### config.mk
export PLATFORM = sky130hd
export DESIGN_NAME = cap_cal_path
export DESIGN_NICKNAME = d
export VERILOG_FILES = /design/src/rtl/cap_cal_pkg.sv /design/src/rtl/cal_trim_bank.sv /design/src/rtl/cal_mult_stage.sv /design/src/rtl/cal_sum_stage.sv /design/src/rtl/cap_cal_path.sv
export SDC_FILE = /design/constraint.sdc
export NUM_CORES = 1
export LEC_CHECK = 0
export BUFFER_PORTS_ARGS = -buffer_cell sky130_fd_sc_hd__buf_2
export CAP_MARGIN = 15
export CORE_MARGIN = 3
export CORE_UTILIZATION = 35
export DETAILED_ROUTE_END_ITERATION = 7
export PLACE_DENSITY = 0.53
export RECOVER_POWER = 25
export REMOVE_ABC_BUFFERS = 1
export SYNTH_ARGS = -nofsm -noshare
export SYNTH_HDL_FRONTEND = slang
export SYNTH_HIERARCHICAL = 1
export SYNTH_SLANG_ARGS = --single-unit
### constraint.sdc
create_clock -name clk -period 7.4 [get_ports clk]
set_input_delay 1.48 -clock clk [delete_from_list [all_inputs] [get_ports clk]]
set_output_delay 1.48 -clock clk [all_outputs]
set_load 0.01 [all_outputs]
### src/rtl/cap_cal_pkg.sv
package cap_cal_pkg;
   // What a write pointer selects for one channel
   typedef enum logic [1:0] {
      TGT_NONE   = 2'd0,
      TGT_OFFSET = 2'd1,
      TGT_GAIN   = 2'd2
   } trim_tgt_e;
endpackage

### src/rtl/cal_trim_bank.sv
module cal_trim_bank
   import cap_cal_pkg::*;
#(
   parameter int CH        = 4,
   parameter int TW        = 16,
   parameter int ADDR_W    = 8,
   parameter int OFF_BASE  = 13,
   parameter int GAIN_BASE = 17,
   parameter int GAIN_RST  = 16384,
   localparam int CHW      = $clog2(CH)
) (
   input  logic             clk,
   input  logic             rst_n,
   input  logic             clr_i,
   input  logic             wr_en_i,
   input  logic [ADDR_W-1:0] wr_addr_i,
   input  logic [TW-1:0]    wr_data_i,
   input  logic [CHW-1:0]   sel_i,
   output logic [TW-1:0]    off_o,
   output logic [TW-1:0]    gain_o,
   output logic [CH*TW-1:0] off_flat_o,
   output logic [CH*TW-1:0] gain_flat_o
);
   for (genvar g = 0; g < CH; g++) begin : g_ch
      trim_tgt_e    tgt;
      logic [TW-1:0] off_q, gain_q;

      always_comb begin
         tgt = TGT_NONE;
         if (wr_en_i && wr_addr_i == ADDR_W'(OFF_BASE + g))
            tgt = TGT_OFFSET;
         else if (wr_en_i && wr_addr_i == ADDR_W'(GAIN_BASE + g))
            tgt = TGT_GAIN;
      end

      always_ff @(posedge clk or negedge rst_n) begin
         if (!rst_n) begin
            off_q  <= '0;
            gain_q <= TW'(GAIN_RST);
         end else if (clr_i) begin
            off_q  <= '0;
            gain_q <= TW'(GAIN_RST);
         end else begin
            if (tgt == TGT_OFFSET) off_q  <= wr_data_i;
            if (tgt == TGT_GAIN)   gain_q <= wr_data_i;
         end
      end

      assign off_flat_o[g*TW +: TW]  = off_q;
      assign gain_flat_o[g*TW +: TW] = gain_q;
   end

   assign off_o  = off_flat_o[int'(sel_i)*TW +: TW];
   assign gain_o = gain_flat_o[int'(sel_i)*TW +: TW];
endmodule

### src/rtl/cal_mult_stage.sv
module cal_mult_stage #(
   parameter int RAW_W = 24,
   parameter int TW    = 16,
   parameter int DAC_W = 5,
   localparam int PW   = RAW_W + TW + 1
) (
   input  logic                 clk,
   input  logic                 rst_n,
   input  logic                 v_i,
   input  logic [RAW_W-1:0]     raw_i,
   input  logic [TW-1:0]        gain_i,
   input  logic [TW-1:0]        off_i,
   input  logic [DAC_W-1:0]     dac_i,
   output logic                 v_o,
   output logic signed [PW-1:0] prod_o,
   output logic [TW-1:0]        off_o,
   output logic [DAC_W-1:0]     dac_o
);
   logic signed [PW-1:0] raw_x, gain_x, mult_c;

   assign raw_x  = $signed({{(PW-RAW_W){raw_i[RAW_W-1]}}, raw_i});
   assign gain_x = $signed({{(PW-TW){1'b0}}, gain_i});
   assign mult_c = raw_x * gain_x;

   always_ff @(posedge clk or negedge rst_n) begin
      if (!rst_n) begin
         v_o    <= 1'b0;
         prod_o <= '0;
         off_o  <= '0;
         dac_o  <= '0;
      end else begin
         v_o <= v_i;
         if (v_i) begin
            prod_o <= mult_c;
            off_o  <= off_i;
            dac_o  <= dac_i;
         end
      end
   end
endmodule

### src/rtl/cal_sum_stage.sv
module cal_sum_stage #(
   parameter int RAW_W     = 24,
   parameter int TW        = 16,
   parameter int WORD_W    = 16,
   parameter int DAC_W     = 5,
   parameter int GAIN_FRAC = 14,
   parameter int OFF_SHIFT = 8,
   parameter int STEP_FF   = 3125,
   parameter int CAP_W     = 17,
   localparam int PW       = RAW_W + TW + 1,
   localparam int SW       = PW + 1,
   localparam int LOW_W    = RAW_W - WORD_W,
   localparam int ZW       = WORD_W - LOW_W
) (
   input  logic                 clk,
   input  logic                 rst_n,
   input  logic                 v_i,
   input  logic signed [PW-1:0] prod_i,
   input  logic [TW-1:0]        off_i,
   input  logic [DAC_W-1:0]     dac_i,
   output logic                 v_o,
   output logic [WORD_W-1:0]    hi_o,
   output logic [WORD_W-1:0]    lo_o,
   output logic [CAP_W-1:0]     cap_o
);
   logic signed [SW-1:0] prod_x, scaled, off_x, sum_c;
   logic [RAW_W-1:0]     res_c;
   logic                 ovf;
   logic [CAP_W-1:0]     cap_c;

   assign prod_x = $signed({prod_i[PW-1], prod_i});
   assign scaled = prod_x >>> GAIN_FRAC;
   assign off_x  = $signed({{(SW-TW){off_i[TW-1]}}, off_i}) <<< OFF_SHIFT;
   assign sum_c  = scaled + off_x;

   // out of range when the bits above the result sign disagree with it
   assign ovf = (sum_c[SW-1:RAW_W-1] != {(SW-RAW_W+1){sum_c[SW-1]}});

   always_comb begin
      if (ovf) res_c = {sum_c[SW-1], {(RAW_W-1){~sum_c[SW-1]}}};
      else     res_c = sum_c[RAW_W-1:0];
   end

   assign cap_c = CAP_W'(dac_i) * CAP_W'(STEP_FF);

   always_ff @(posedge clk or negedge rst_n) begin
      if (!rst_n) begin
         v_o   <= 1'b0;
         hi_o  <= '0;
         lo_o  <= '0;
         cap_o <= '0;
      end else begin
         v_o <= v_i;
         if (v_i) begin
            hi_o  <= res_c[RAW_W-1 -: WORD_W];
            lo_o  <= {res_c[LOW_W-1:0], {ZW{1'b0}}};
            cap_o <= cap_c;
         end
      end
   end
endmodule

### src/rtl/cap_cal_path.sv
module cap_cal_path #(
   parameter int CHANNELS    = 4,
   parameter int RAW_W       = 24,
   parameter int TRIM_W      = 16,
   parameter int WORD_W      = 16,
   parameter int ADDR_W      = 8,
   parameter int DAC_W       = 5,
   parameter int GAIN_FRAC   = 14,
   parameter int OFF_FRAC    = 11,
   parameter int RES_FRAC    = 19,
   parameter int OFF_BASE    = 13,
   parameter int GAIN_BASE   = 17,
   parameter int GAIN_RESET  = 16384,
   parameter int DAC_STEP_FF = 3125,
   localparam int CHAN_W     = $clog2(CHANNELS),
   localparam int CAP_W      = $clog2(((1 << DAC_W) - 1) * DAC_STEP_FF + 1)
) (
   input  logic              clk,
   input  logic              rst_n,
   input  logic              trim_clr,
   input  logic              wr_en,
   input  logic [ADDR_W-1:0] wr_addr,
   input  logic [TRIM_W-1:0] wr_data,
   input  logic              in_valid,
   input  logic [RAW_W-1:0]  in_raw,
   input  logic [CHAN_W-1:0] in_chan,
   input  logic [DAC_W-1:0]  in_dac,
   output logic              out_valid,
   output logic [WORD_W-1:0] out_hi,
   output logic [WORD_W-1:0] out_lo,
   output logic [CAP_W-1:0]  out_cap_ff
);
   localparam int OFF_SHIFT = RES_FRAC - OFF_FRAC;
   localparam int PW        = RAW_W + TRIM_W + 1;

   if (CHANNELS < 2)                      begin : g_bad_ch  $error("CHANNELS must be at least 2"); end
   if (RAW_W <= WORD_W || RAW_W > 2*WORD_W) begin : g_bad_w $error("RAW_W must fit two words"); end
   if (OFF_SHIFT < 0)                     begin : g_bad_sh  $error("offset fraction exceeds result fraction"); end
   if (GAIN_BASE < OFF_BASE + CHANNELS)   begin : g_bad_map $error("trim address ranges overlap"); end

   logic [TRIM_W-1:0]          sel_off, sel_gain, s1_off;
   logic [CHANNELS*TRIM_W-1:0] off_flat, gain_flat;
   logic                       s1_v;
   logic signed [PW-1:0]       s1_prod;
   logic [DAC_W-1:0]           s1_dac;

   cal_trim_bank #(
      .CH(CHANNELS), .TW(TRIM_W), .ADDR_W(ADDR_W),
      .OFF_BASE(OFF_BASE), .GAIN_BASE(GAIN_BASE), .GAIN_RST(GAIN_RESET)
   ) i_trims (
      .clk(clk), .rst_n(rst_n), .clr_i(trim_clr),
      .wr_en_i(wr_en), .wr_addr_i(wr_addr), .wr_data_i(wr_data),
      .sel_i(in_chan), .off_o(sel_off), .gain_o(sel_gain),
      .off_flat_o(off_flat), .gain_flat_o(gain_flat)
   );

   cal_mult_stage #(.RAW_W(RAW_W), .TW(TRIM_W), .DAC_W(DAC_W)) i_mult (
      .clk(clk), .rst_n(rst_n), .v_i(in_valid), .raw_i(in_raw),
      .gain_i(sel_gain), .off_i(sel_off), .dac_i(in_dac),
      .v_o(s1_v), .prod_o(s1_prod), .off_o(s1_off), .dac_o(s1_dac)
   );

   cal_sum_stage #(
      .RAW_W(RAW_W), .TW(TRIM_W), .WORD_W(WORD_W), .DAC_W(DAC_W),
      .GAIN_FRAC(GAIN_FRAC), .OFF_SHIFT(OFF_SHIFT),
      .STEP_FF(DAC_STEP_FF), .CAP_W(CAP_W)
   ) i_sum (
      .clk(clk), .rst_n(rst_n), .v_i(s1_v), .prod_i(s1_prod),
      .off_i(s1_off), .dac_i(s1_dac),
      .v_o(out_valid), .hi_o(out_hi), .lo_o(out_lo), .cap_o(out_cap_ff)
   );
endmodule

Word level (Yosys, flattened, before mapping)
Cells that the tools add are included.
{ "op_classes": {"addsub": 1, "mul": 2, "div_mod_pow": 0, "magnitude_cmp": 0, "eq_ne": 17, "shifts": 2, "muxes": 25, "bitwise": 1, "reduce_logical": 16} }
{ "op_table": {"columns": ["operator", "n"], "rows": [
  ["16-bit 2-to-1 mux", 16],
  ["64-bit by 7-bit variable part select with 16-bit output", 2],
  ["24-bit by 17-bit multiplier with 41-bit output", 1],
  ["8-bit by 5-bit == test with 1-bit output, second input constant", 5],
  ["27-bit by 24-bit adder with 28-bit output", 1],
  ["8-bit by 4-bit == test with 1-bit output, second input constant", 3],
  ["24-bit 2-to-1 mux", 1],
  ["18-bit inequality test", 1],
  ["5-bit by 12-bit multiplier with 17-bit output, second input constant", 1],
  ["2-bit 2-to-1 mux", 8],
  ["2-bit nonzero test", 8],
  ["2-bit by 1-bit == test with 1-bit output, second input constant", 4],
  ["2-bit == test, second input constant", 4],
  ["1-bit logical AND", 8],
  ["1-bit inverter", 1]
]} }
{ "totals": {"reg_bits": 233, "latchBits": 0, "ram_bits": 0, "romBits": 0, "inputBits": 60, "out_inout_bits": 50, "elab_cells": 80, "memories": 0} }

Logic depth before layout (Yosys ltp)
Gate-level depths: netlist of the first run.
{ "depth": {"ltp_word": 7, "mapped_depth": 29, "mapped_depth_nobuf": 25} }

By module
The synthesis of the first run kept the hierarchy.
{ "modules_own_cells": {"columns": ["module", "instances", "cells_per_inst", "area_each_um2"], "rows": [
  ["cal_mult_stage", 1, 1739, 16286.9],
  ["cal_trim_bank", 1, 497, 6503.7],
  ["cal_sum_stage", 1, 398, 3766.1]
]} }

Least setup slack after synthesis of the first run
No wires, ideal clock.
{ "synth_timing": {"path_kind": "input to register", "startpoint": "in in_chan[0]", "endpoint": "reg i_mult.prod_o[39]", "t_arrival_ns": 8.039, "t_required_ns": 7.308, "slack_ns": -0.731, "path_stages": 25, "n_path_buf": 3, "cell_sequence": "clkbuf_1 -> buf_2 -> mux4_2 -> clkbuf_1 -> and2_1 -> fa_1 -> inv_1 -> fa_1 -> fa_1 -> inv_1 -> fa_1 -> fa_1 -> inv_1 -> fa_1 -> inv_1 -> ha_1 -> and3_4 -> nand2_2 -> or4_4 -> o32ai_2 -> o31ai_2 -> o21ai_2 -> o211ai_1 -> and3_4 -> o31ai_2"} }
{ "synth_via": {"elab_chain_cells": 2} }
{ "synth_lines": {"columns": ["element", "line_no", "text"], "rows": [
  ["from (decl)", "cap_cal_path.sv:26", "input logic [CHAN_W-1:0] in_chan,"],
  ["64-bit by 7-bit variable part select with 16-bit output", "cal_trim_bank.sv:54", "assign gain_o = gain_flat_o[int'(sel_i)*TW +: TW];"],
  ["named net sel_gain[5]", "cap_cal_path.sv:41", "logic [TRIM_W-1:0] sel_off, sel_gain, s1_off;"],
  ["24-bit by 17-bit multiplier with 41-bit output", "cal_mult_stage.sv:23", "assign mult_c = raw_x * gain_x;"],
  ["to (signal assigned)", "cal_mult_stage.sv:34", "prod_o <= mult_c;"],
  ["to (decl)", "cal_mult_stage.sv:15", "output logic signed [PW-1:0] prod_o,"]
]} }
The timed path passes the listed nets, and every way through them passes these cells.
A chain may end at the register's enable or synchronous reset.

Worst setup path after layout of the first run
{ "layout_timing": {"startpoint": "in in_chan[0]", "endpoint": "reg i_mult.prod_o[35]"} }
Same word-level chain as after synthesis.

==> results of run 1 <==
[flip-flops by register name (all words and copies together) (netlist names)]
signal and cells:
i_mult/v_o 1, i_trims/g_ch.off_q 64, i_sum/hi_o 16, i_mult/off_o 16, i_sum/lo_o 8, i_mult/prod_o 27, i_trims/g_ch.gain_q 64, i_sum/v_o 1
i_sum/cap_o 17, i_mult/dac_o 5
[metrics by stage]
step           instances  hold slack [ns]
2_1_floorplan       2454            0.456
3_3_place_gp        3712            0.486
3_5_place_dp        3712            0.490
4_1_cts             3766            0.503
5_1_grt             3796            0.523
6_report            3797            0.498
[final cells by class]
class / count / area (um^2) / area share
sequential: 219 / 5490 / 0.180
clock buffer: 39 / 759 / 0.0249
inverter: 483 / 1810 / 0.0594
antenna: 2 / 5.00 / 0.000164
tap: 959 / 1200 / 0.0393
timing repair buffer: 334 / 2610 / 0.0856
multi-input combinational: 1755 / 18600 / 0.609
clock inverter: 6 / 61.3 / 0.00201
[timing repair]
| item | CTS | global route |
|---|---|---|
| buffers inserted | 5 | 27 |
| hold buffers | 0 | 0 |
| endpoints found under the setup margin | 17 | 20 |
| pin swaps | 10 | 72 |
| gates resized for setup | 31 | 100 |
| gates cloned | 4 | 1 |
[critical path, delay by kind of cell]
family          cells  cell delay, ns
compound gates      4            0.76
fa+ha+maj           7            3.37
simple gates        4            0.76
mux                 1            0.56
buf+inv             8            0.96
[routing by layer]
metal  vias to the layer above  track usage
met4                         0       0.0378
met3                        85       0.0222
met1                      9602        0.240
li1                       8534            -
met2                       313        0.317
met5                         -            0
[power breakdown]
group	leakage (nW)	internal [mW]	total (mW)	switching [mW]
clock network	0.399	0.709	1.23	0.518
logic	12.3	0.348	0.798	0.450
registers	2.88	1.28	1.36	0.0738
total	15.6	2.34	3.38	1.04
[final timing paths]
path                                            from                        end  cells past startpoint
max reg2reg                i_trims/g_ch[3].gain_q[6]          i_mult/prod_o[35]                     22
min in group asynchronous                      rst_n  i_trims/g_ch[3].gain_q[9]                      1
min reg2reg                           i_sum/cap_o[7]             i_sum/cap_o[7]                      1
max in group asynchronous                      rst_n                 i_mult/v_o                      2
min                                   i_sum/cap_o[7]             i_sum/cap_o[7]                      1
max                                       in_chan[0]          i_mult/prod_o[35]                     24
==> metrics.txt, run 1 <==
initial DRC count 942; final routed DRC violation total 0; maximum vdd drop 0.000178 V; Syn Area/Cell 10.0 um^2; Worst Path Required 7.84 ns; proportion of layout cells with a drive suffix above 1 0.212; post-layout util 0.417; crit path max fanout 11; FILL cells 7108; cells after synthesis 2584; total CTS buffers 26; Tcrit/Tclk final 1.01; Hold Fails Final Rpt 0; CP startpoint kind input port; Final GP Congestion 0.827; DIE AREA 77400 um^2; # rows 99; min-delay worst type flop to flop; Placed Area 28700 um^2; most frequent cell on the critical path fa_1; clock-pin slew on the worst setup and hold paths 0.06 ns; drt total wl 69.4 mm; Slew @ Worst Pin 3.20 ns; Cell Area, Synth 25900 um^2; run status complete, but fails checks; routed vias/inst 4.88; Final TNS setup -0.426 ns; CTS tree done; pre-CTS WS -0.794 ns; vias in the first global route 20300; final net count 3408; Worst path slowest cell fa_1; total track usage 0.180; crit path DAT 7.93 ns; Met3 Wirelength 2.62 mm; crit path capture type flop; Max stage delay on crit path 0.59 ns; met1 WL 30.1 mm; Yosys warning count 6; setup ws final -0.0909 ns; fin. max-slew vios 183; max cap viols 2; largest net degree at the start of global routing 146; total power 3.38 mW; CP cell instances buf_12 -> buf_16 -> buf_4 -> mux4_2 -> buf_12 -> buf_4 -> nand2_1 -> fa_1 -> fa_1 -> fa_1 -> fa_1 -> inv_1 -> fa_1 -> fa_1 -> ha_4 -> nand3_4 -> or4_4 -> o32ai_4 -> o31ai_4 -> o21ai_2 -> buf_4 -> buf_4 -> nor2_1 -> a22o_1; Pleak 15.6 nW; Initial Util 0.354; initial antenna violation count 4; Routed Antenna Nets 0; Max-slew headroom -1.13; clock insertion delay at the later pin of the skew report 0.56 ns; R2R setup slack 0.62 ns; CTS Sinks 219; CTS root buf clkbuf_16; die width 278 um; PwrDens 111 nW/um^2; Vias 18500; final setup vio count 7; commonest non-fill, non-tap cells in the layout inv_1 (471), fa_1 (364), nand2_1 (272); number of port buffers 101; Highest Signal Layer met4; Die Span Y 278 um; CP Class input port to flop; htree depth 1; I/O pins 110; final setup skew 0.0272 ns; CTS Buffer Depth 3; Max Freq 133 MHz; GR Overflow Total 0; metal2 WL 35.2 mm; post-layout min period 7.49 ns; failing checks capacitance limit, slew limit, setup timing; dpl hpwl 53.3 mm; Final Cell Area 30500 um^2; area delta synth->final 17.7%; Initial DRT Pass Iterations 6; Avg WL per Cell 18.3 um; unrepaired setup endpoints after global routing yes; global-route wire length before repair 111 mm; commonest non-fill, non-tap cell in the layout inv_1; core outline area 73200 um^2
Note: power is estimated with default switching activity, not from simulation.
==> inputs of run 2 (changes only) <==
--- a/config.mk
+++ b/config.mk
@@ -7,10 +7,12 @@
 export LEC_CHECK = 0
 export BUFFER_PORTS_ARGS = -buffer_cell sky130_fd_sc_hd__buf_2
 export CAP_MARGIN = 15
+export CELL_PAD_IN_SITES_DETAIL_PLACEMENT = 0
+export CELL_PAD_IN_SITES_GLOBAL_PLACEMENT = 1
 export CORE_MARGIN = 3
 export CORE_UTILIZATION = 35
 export DETAILED_ROUTE_END_ITERATION = 7
-export PLACE_DENSITY = 0.53
+export PLACE_DENSITY = 0.63
 export RECOVER_POWER = 25
 export REMOVE_ABC_BUFFERS = 1
 export SYNTH_ARGS = -nofsm -noshare
==> metrics.txt, run 2 (synthesized netlist as in run 1, its figures left out) <==
final routed DRC violation total 0 (unchanged); max cap viols 2 (unchanged); initial antenna violation count 1 (was 4); Hold Fails Final Rpt 0 (unchanged); I/O pins 110 (unchanged); Max-slew headroom -2.37 (was -1.13); failing checks capacitance limit, slew limit, setup timing (unchanged); Max Freq 135 MHz (was 133 MHz); CTS root buf clkbuf_16 (unchanged); initial DRC count 1110 (was 942); # rows 99 (unchanged); routed vias/inst 4.89 (was 4.88); Slew @ Worst Pin 5.06 ns (was 3.20 ns); final setup skew 0.0293 ns (was 0.0272 ns); Tcrit/Tclk final 1.00 (was 1.01); cts hold-fix bufs 0 (unchanged); CTS tree done (unchanged); n_diodes 0 (was 2); Final Cell Area 30800 um^2 (was 30500 um^2); sequential cell area 5490 um^2 (unchanged); CP Class input port to flop (unchanged); Placed Area 28800 um^2 (was 28700 um^2); run status complete, but fails checks (unchanged); min-delay worst type flop to flop (unchanged); final setup vio count 1 (was 7); Finished Layout Cells 3806 (was 3797); clock-pin slew on the worst setup and hold paths 0.06 ns (about the same); Initial DRT Pass Iterations 5 (was 6); commonest non-fill, non-tap cells in the layout inv_1 (469), fa_1 (362), nand2_1 (265) (was inv_1 (471), fa_1 (364), nand2_1 (272)); crit path DAT 7.88 ns (was 7.93 ns); PwrDens 114 nW/um^2 (was 111 nW/um^2); FILL cells 7066 (was 7108); footprint of the multi-input gates 18600 um^2 (unchanged); Worst Path Required 7.85 ns (was 7.84 ns); maximum vdd drop 0.000159 V (was 0.000178 V); drt total wl 70.7 mm (was 69.4 mm); commonest non-fill, non-tap cell in the layout inv_1 (unchanged); Pleak 15.7 nW (was 15.6 nW); Largest regs i_trims/g_ch.gain_q x64, i_trims/g_ch.off_q x64, i_mult/prod_o x27 (unchanged); core outline area 73200 um^2 (unchanged); final hold slack 0.490 ns (was 0.498 ns); total power 3.50 mW (was 3.38 mW); post-layout min period 7.42 ns (was 7.49 ns); number of port buffers 101 (unchanged); Final GP Congestion 0.838 (was 0.827); pre-CTS WS -0.782 ns (was -0.794 ns); crit path capture type flop (unchanged); setup ws final -0.0242 ns (was -0.0909 ns); largest net degree at the start of global routing 113 (was 146); CP startpoint kind input port (unchanged); GR Overflow Total 0 (unchanged); Final TNS setup -0.0242 ns (was -0.426 ns); total track usage 0.182 (was 0.180); vias in the first global route 20200 (was 20300); clock insertion delay at the later pin of the skew report 0.56 ns (about the same); unrepaired setup endpoints after global routing yes (unchanged); dpl hpwl 54.5 mm (was 53.3 mm); Routed Antenna Nets 0 (unchanged); Vias 18600 (was 18500); area delta synth->final 18.7% (was 17.7%); Initial Util 0.354 (unchanged); proportion of layout cells with a drive suffix above 1 0.218 (was 0.212); CTS Sinks 219 (unchanged); fin. max-slew vios 169 (was 183); CTS Buffer Depth 3 (unchanged); post-layout util 0.421 (was 0.417); Die Span Y 278 um (unchanged); die width 278 um (unchanged); final net count 3418 (was 3408); global-route wire length before repair 112 mm (was 111 mm); Avg WL per Cell 18.6 um (was 18.3 um); placed insts 3720 (was 3712); total CTS buffers 26 (unchanged); crit path max fanout 14 (was 11); DIE AREA 77400 um^2 (unchanged); htree depth 1 (unchanged)
==> run 2: changes by cell type in the layout (fill, tap and decap cells not counted), moves of 3 or more <==
cell | previous run | this run
buf_6 | 7 | 12
nand2_1 | 272 | 265
and2_4 | 10 | 3
and2_1 | 146 | 153
bufinv_16 | 0 | 3
ha_4 | 10 | 15
clkinv_2 | 3 | 6
ha_1 | 138 | 134
clkbuf_16 | 27 | 30
clkbuf_1 | 8 | 3
nand2_2 | 1 | 9
==> run 2: where the power goes <==
group	switching (mW)	internal (mW)	total [mW]	leakage, nW
clock network	0.541	0.793	1.33	0.434
registers	0.0687	1.28	1.35	2.88
logic	0.457	0.355	0.813	12.3
==> run 2: critical path, stage by stage <==
cell	delay [ns]
buf_12	0.10
buf_12	0.13
buf_4	0.14
mux4_2	0.53
buf_12	0.17
buf_4	0.14
nand2_1	0.08
fa_2	0.47
fa_2	0.49
fa_2	0.53
inv_1	0.06
fa_2	0.60
fa_1	0.43
fa_1	0.49
ha_4	0.31
nand4_1	0.13
or4_4	0.54
o32ai_4	0.20
o31ai_4	0.10
o21ai_2	0.19
o21ai_1	0.11
and3_1	0.20
o31ai_2	0.21
==> run 2: repair_timing <==
action / 4_1_cts / 5_1_grt
endpoints found under the hold margin: 0 / 0
setup endpoints to repair: 17 / 20
gates resized for setup: 32 / 98
pin swaps: 5 / 62
cloned: 4 / 5
buffers inserted: 14 / 17
==> run 2: cell type report <==
type / count / area share
Inverter: 483 / 0.0589
Tap cell: 959 / 0.0390
Multi-Input combinational cell: 1755 / 0.604
Timing Repair Buffer: 344 / 0.0908
Sequential cell: 219 / 0.178
Clock inverter: 14 / 0.00589
Clock buffer: 32 / 0.0232
==> run 2: worst paths after layout <==
path | end | from | cells after the start | slack [ns]
min in group asynchronous | i_trims/g_ch[2].off_q[4] | rst_n | 1 | 2.89
max in group asynchronous | i_sum/lo_o[11] | rst_n | 2 | 1.60
worst min register to register | i_sum/cap_o[13] | i_sum/cap_o[13] | 2 | 0.49
worst min-delay path | i_sum/cap_o[13] | i_sum/cap_o[13] | 2 | 0.49
worst max-delay path | i_mult/prod_o[37] | in_chan[0] | 23 | -0.02
worst max register to register | i_mult/prod_o[37] | i_trims/g_ch[3].gain_q[6] | 20 | 0.74
==> run 2: routing by layer <==
| layer | vias to the layer above | GRT usage | wire [um] |
|---|---|---|---|
| met3 | 82 | 0.0141 | 2190 |
| met5 | - | 0 | 0 |
| met1 | 9678 | 0.238 | 30300 |
| met4 | 0 | 0.0393 | 1590 |
| li1 | 8548 | - | - |
| met2 | 309 | 0.329 | 36600 |
==> inputs of run 3 (changes only) <==
--- a/config.mk
+++ b/config.mk
@@ -15,6 +15,7 @@
 export PLACE_DENSITY = 0.63
 export RECOVER_POWER = 25
 export REMOVE_ABC_BUFFERS = 1
+export SKIP_LAST_GASP = 1
 export SYNTH_ARGS = -nofsm -noshare
 export SYNTH_HDL_FRONTEND = slang
 export SYNTH_HIERARCHICAL = 1
==> metrics.txt, run 3 (synthesized netlist as in run 1, its figures left out) <==
Tcrit/Tclk final 1.01 (was 1.00); failing checks capacitance limit, slew limit, setup timing (unchanged); Routed Antenna Nets 0 (unchanged); Met3 Wirelength 2.50 mm (was 2.19 mm); total power 3.49 mW (was 3.50 mW); commonest non-fill, non-tap cell in the layout inv_1 (unchanged); initial DRC count 1061 (was 1110); Vias 18600 (about the same); core outline area 73200 um^2 (unchanged); Pleak 15.6 nW (was 15.7 nW); GR Overflow Total 0 (unchanged); final setup skew 0.0294 ns (was 0.0293 ns); final setup vio count 2 (was 1); vias in the first global route 20200 (unchanged); run status complete, but fails checks (unchanged); Avg WL per Cell 18.5 um (was 18.6 um); Initial DRT Pass Iterations 5 (unchanged); final net count 3417 (was 3418); total track usage 0.182 (unchanged); DIE AREA 77400 um^2 (unchanged); Final GP Congestion 0.838 (unchanged); Slew @ Worst Pin 5.04 ns (was 5.06 ns); clock-pin slew on the worst setup and hold paths 0.06 ns (about the same); max cap viols 2 (unchanged); met1 WL 30.0 mm (was 30.3 mm); maximum vdd drop 0.000159 V (about the same); Max Freq 134 MHz (was 135 MHz); CTS Sinks 219 (unchanged); dpl hpwl 54.5 mm (unchanged); number of port buffers 101 (unchanged); min-delay worst type flop to flop (unchanged); n_diodes 0 (unchanged); crit path max fanout 6 (was 14); Highest Signal Layer met4 (unchanged); area delta synth->final 18.2% (was 18.7%); CP Class input port to flop (unchanged); proportion of layout cells with a drive suffix above 1 0.214 (was 0.218); crit path capture type flop (unchanged); crit path DAT 7.89 ns (was 7.88 ns); clock insertion delay at the later pin of the skew report 0.56 ns (about the same); htree depth 1 (unchanged); Largest regs i_trims/g_ch.gain_q x64, i_trims/g_ch.off_q x64, i_mult/prod_o x27 (unchanged); post-layout min period 7.44 ns (was 7.42 ns); routed vias/inst 4.89 (about the same); # rows 99 (unchanged); CP startpoint kind input port (unchanged); total CTS buffers 26 (unchanged); final routed DRC violation total 0 (unchanged); CTS tree done (unchanged); drt total wl 70.5 mm (was 70.7 mm); metal2 WL 36.5 mm (was 36.6 mm); Hold Fails Final Rpt 0 (unchanged); CTS root buf clkbuf_16 (unchanged); largest net degree at the start of global routing 113 (unchanged); unrepaired setup endpoints after global routing yes (unchanged); Die Span Y 278 um (unchanged); setup ws final -0.0396 ns (was -0.0242 ns); CTS Buffer Depth 3 (unchanged); initial antenna violation count 2 (was 1); global-route wire length before repair 112 mm (unchanged); Initial Util 0.354 (unchanged); fin. max-slew vios 169 (unchanged); I/O pins 110 (unchanged); die width 278 um (unchanged); PwrDens 114 nW/um^2 (about the same); Worst Path Required 7.85 ns (about the same); post-layout util 0.419 (was 0.421); Max-slew headroom -2.36 (was -2.37); commonest non-fill, non-tap cells in the layout inv_1 (473), fa_1 (362), nand2_1 (268) (was inv_1 (469), fa_1 (362), nand2_1 (265))
## run 3: changes by cell type in the layout (fill, tap and decap cells not counted), moves of 3 or more
cell	change
buf_4	+4
buf_6	-3
ha_1	+5
ha_4	-5
inv_1	+4
inv_2	-4
nand2_1	+3
nand2_2	-3
## run 3: routing by layer
metal | global-route usage | up-vias
li1 | - | 8543
met1 | 0.238 | 9661
met2 | 0.329 | 330
met3 | 0.0141 | 82
met4 | 0.0393 | 0
met5 | 0 | -
## run 3: critical path, cell delays in order
cell,delay [ns]
buf_12,0.10
buf_16,0.12
mux4_2,0.64
buf_12,0.19
and2_4,0.15
fa_1,0.55
inv_2,0.05
fa_2,0.46
fa_2,0.54
inv_2,0.04
fa_2,0.60
fa_1,0.45
fa_1,0.52
ha_4,0.31
nand4_1,0.13
or4_4,0.54
o32ai_4,0.20
o31ai_4,0.11
o21ai_2,0.18
o21ai_1,0.11
and3_1,0.20
o31ai_2,0.21
## run 3: final cells by class
class                           count  area, um^2
Fill cell                        7097       42500
Timing Repair Buffer              344        2780
Clock inverter                     14         181
Multi-Input combinational cell   1754       18500
Inverter                          483        1810
Sequential cell                   219        5490
Clock buffer                       32         713
Tap cell                          959        1200
## run 3: where the power goes
| part | internal (mW) | switching [mW] | total, mW |
|---|---|---|---|
| logic | 0.354 | 0.456 | 0.810 |
| registers | 1.28 | 0.0688 | 1.35 |
| clock network | 0.793 | 0.541 | 1.33 |
## run 3: path summary, 6_finish.rpt
path | depth (start not counted) | slack, ns | start | endpoint
worst max register to register | 20 | 0.65 | i_trims/g_ch[3].gain_q[6] | i_mult/prod_o[37]
worst min register to register | 2 | 0.49 | i_sum/cap_o[13] | i_sum/cap_o[13]
max in group asynchronous | 2 | 1.62 | rst_n | i_sum/lo_o[11]
worst max-delay path | 22 | -0.04 | in_chan[0] | i_mult/prod_o[37]
worst min-delay path | 2 | 0.49 | i_sum/cap_o[13] | i_sum/cap_o[13]
min in group asynchronous | 1 | 2.88 | rst_n | i_trims/g_ch[2].off_q[4]
## run 3: timing repair
| action | 4_1_cts | 5_1_grt |
|---|---|---|
| setup buffers | 14 | 17 |
| setup endpoints to repair | 17 | 20 |
| hold buffers | 0 | 0 |
| cloned | 4 | 5 |
| pin swaps | 5 | 48 |
| resized for setup | 31 | 78 |
## run 3: through the flow
step	setup WS, ns	hold slack (ns)	instances	area [um^2]	TNS, ns
after floorplan	-0.127	0.456	2454	25300	-0.479
after global placement	-0.756	0.470	3720	28800	-15.08
after detailed placement	-0.782	0.476	3720	28800	-15.63
after CTS	-0.0739	0.492	3784	30100	-0.298
after global routing	-0.201	0.527	3805	30700	-1.58
final	-0.0396	0.490	3805	30700	-0.0458
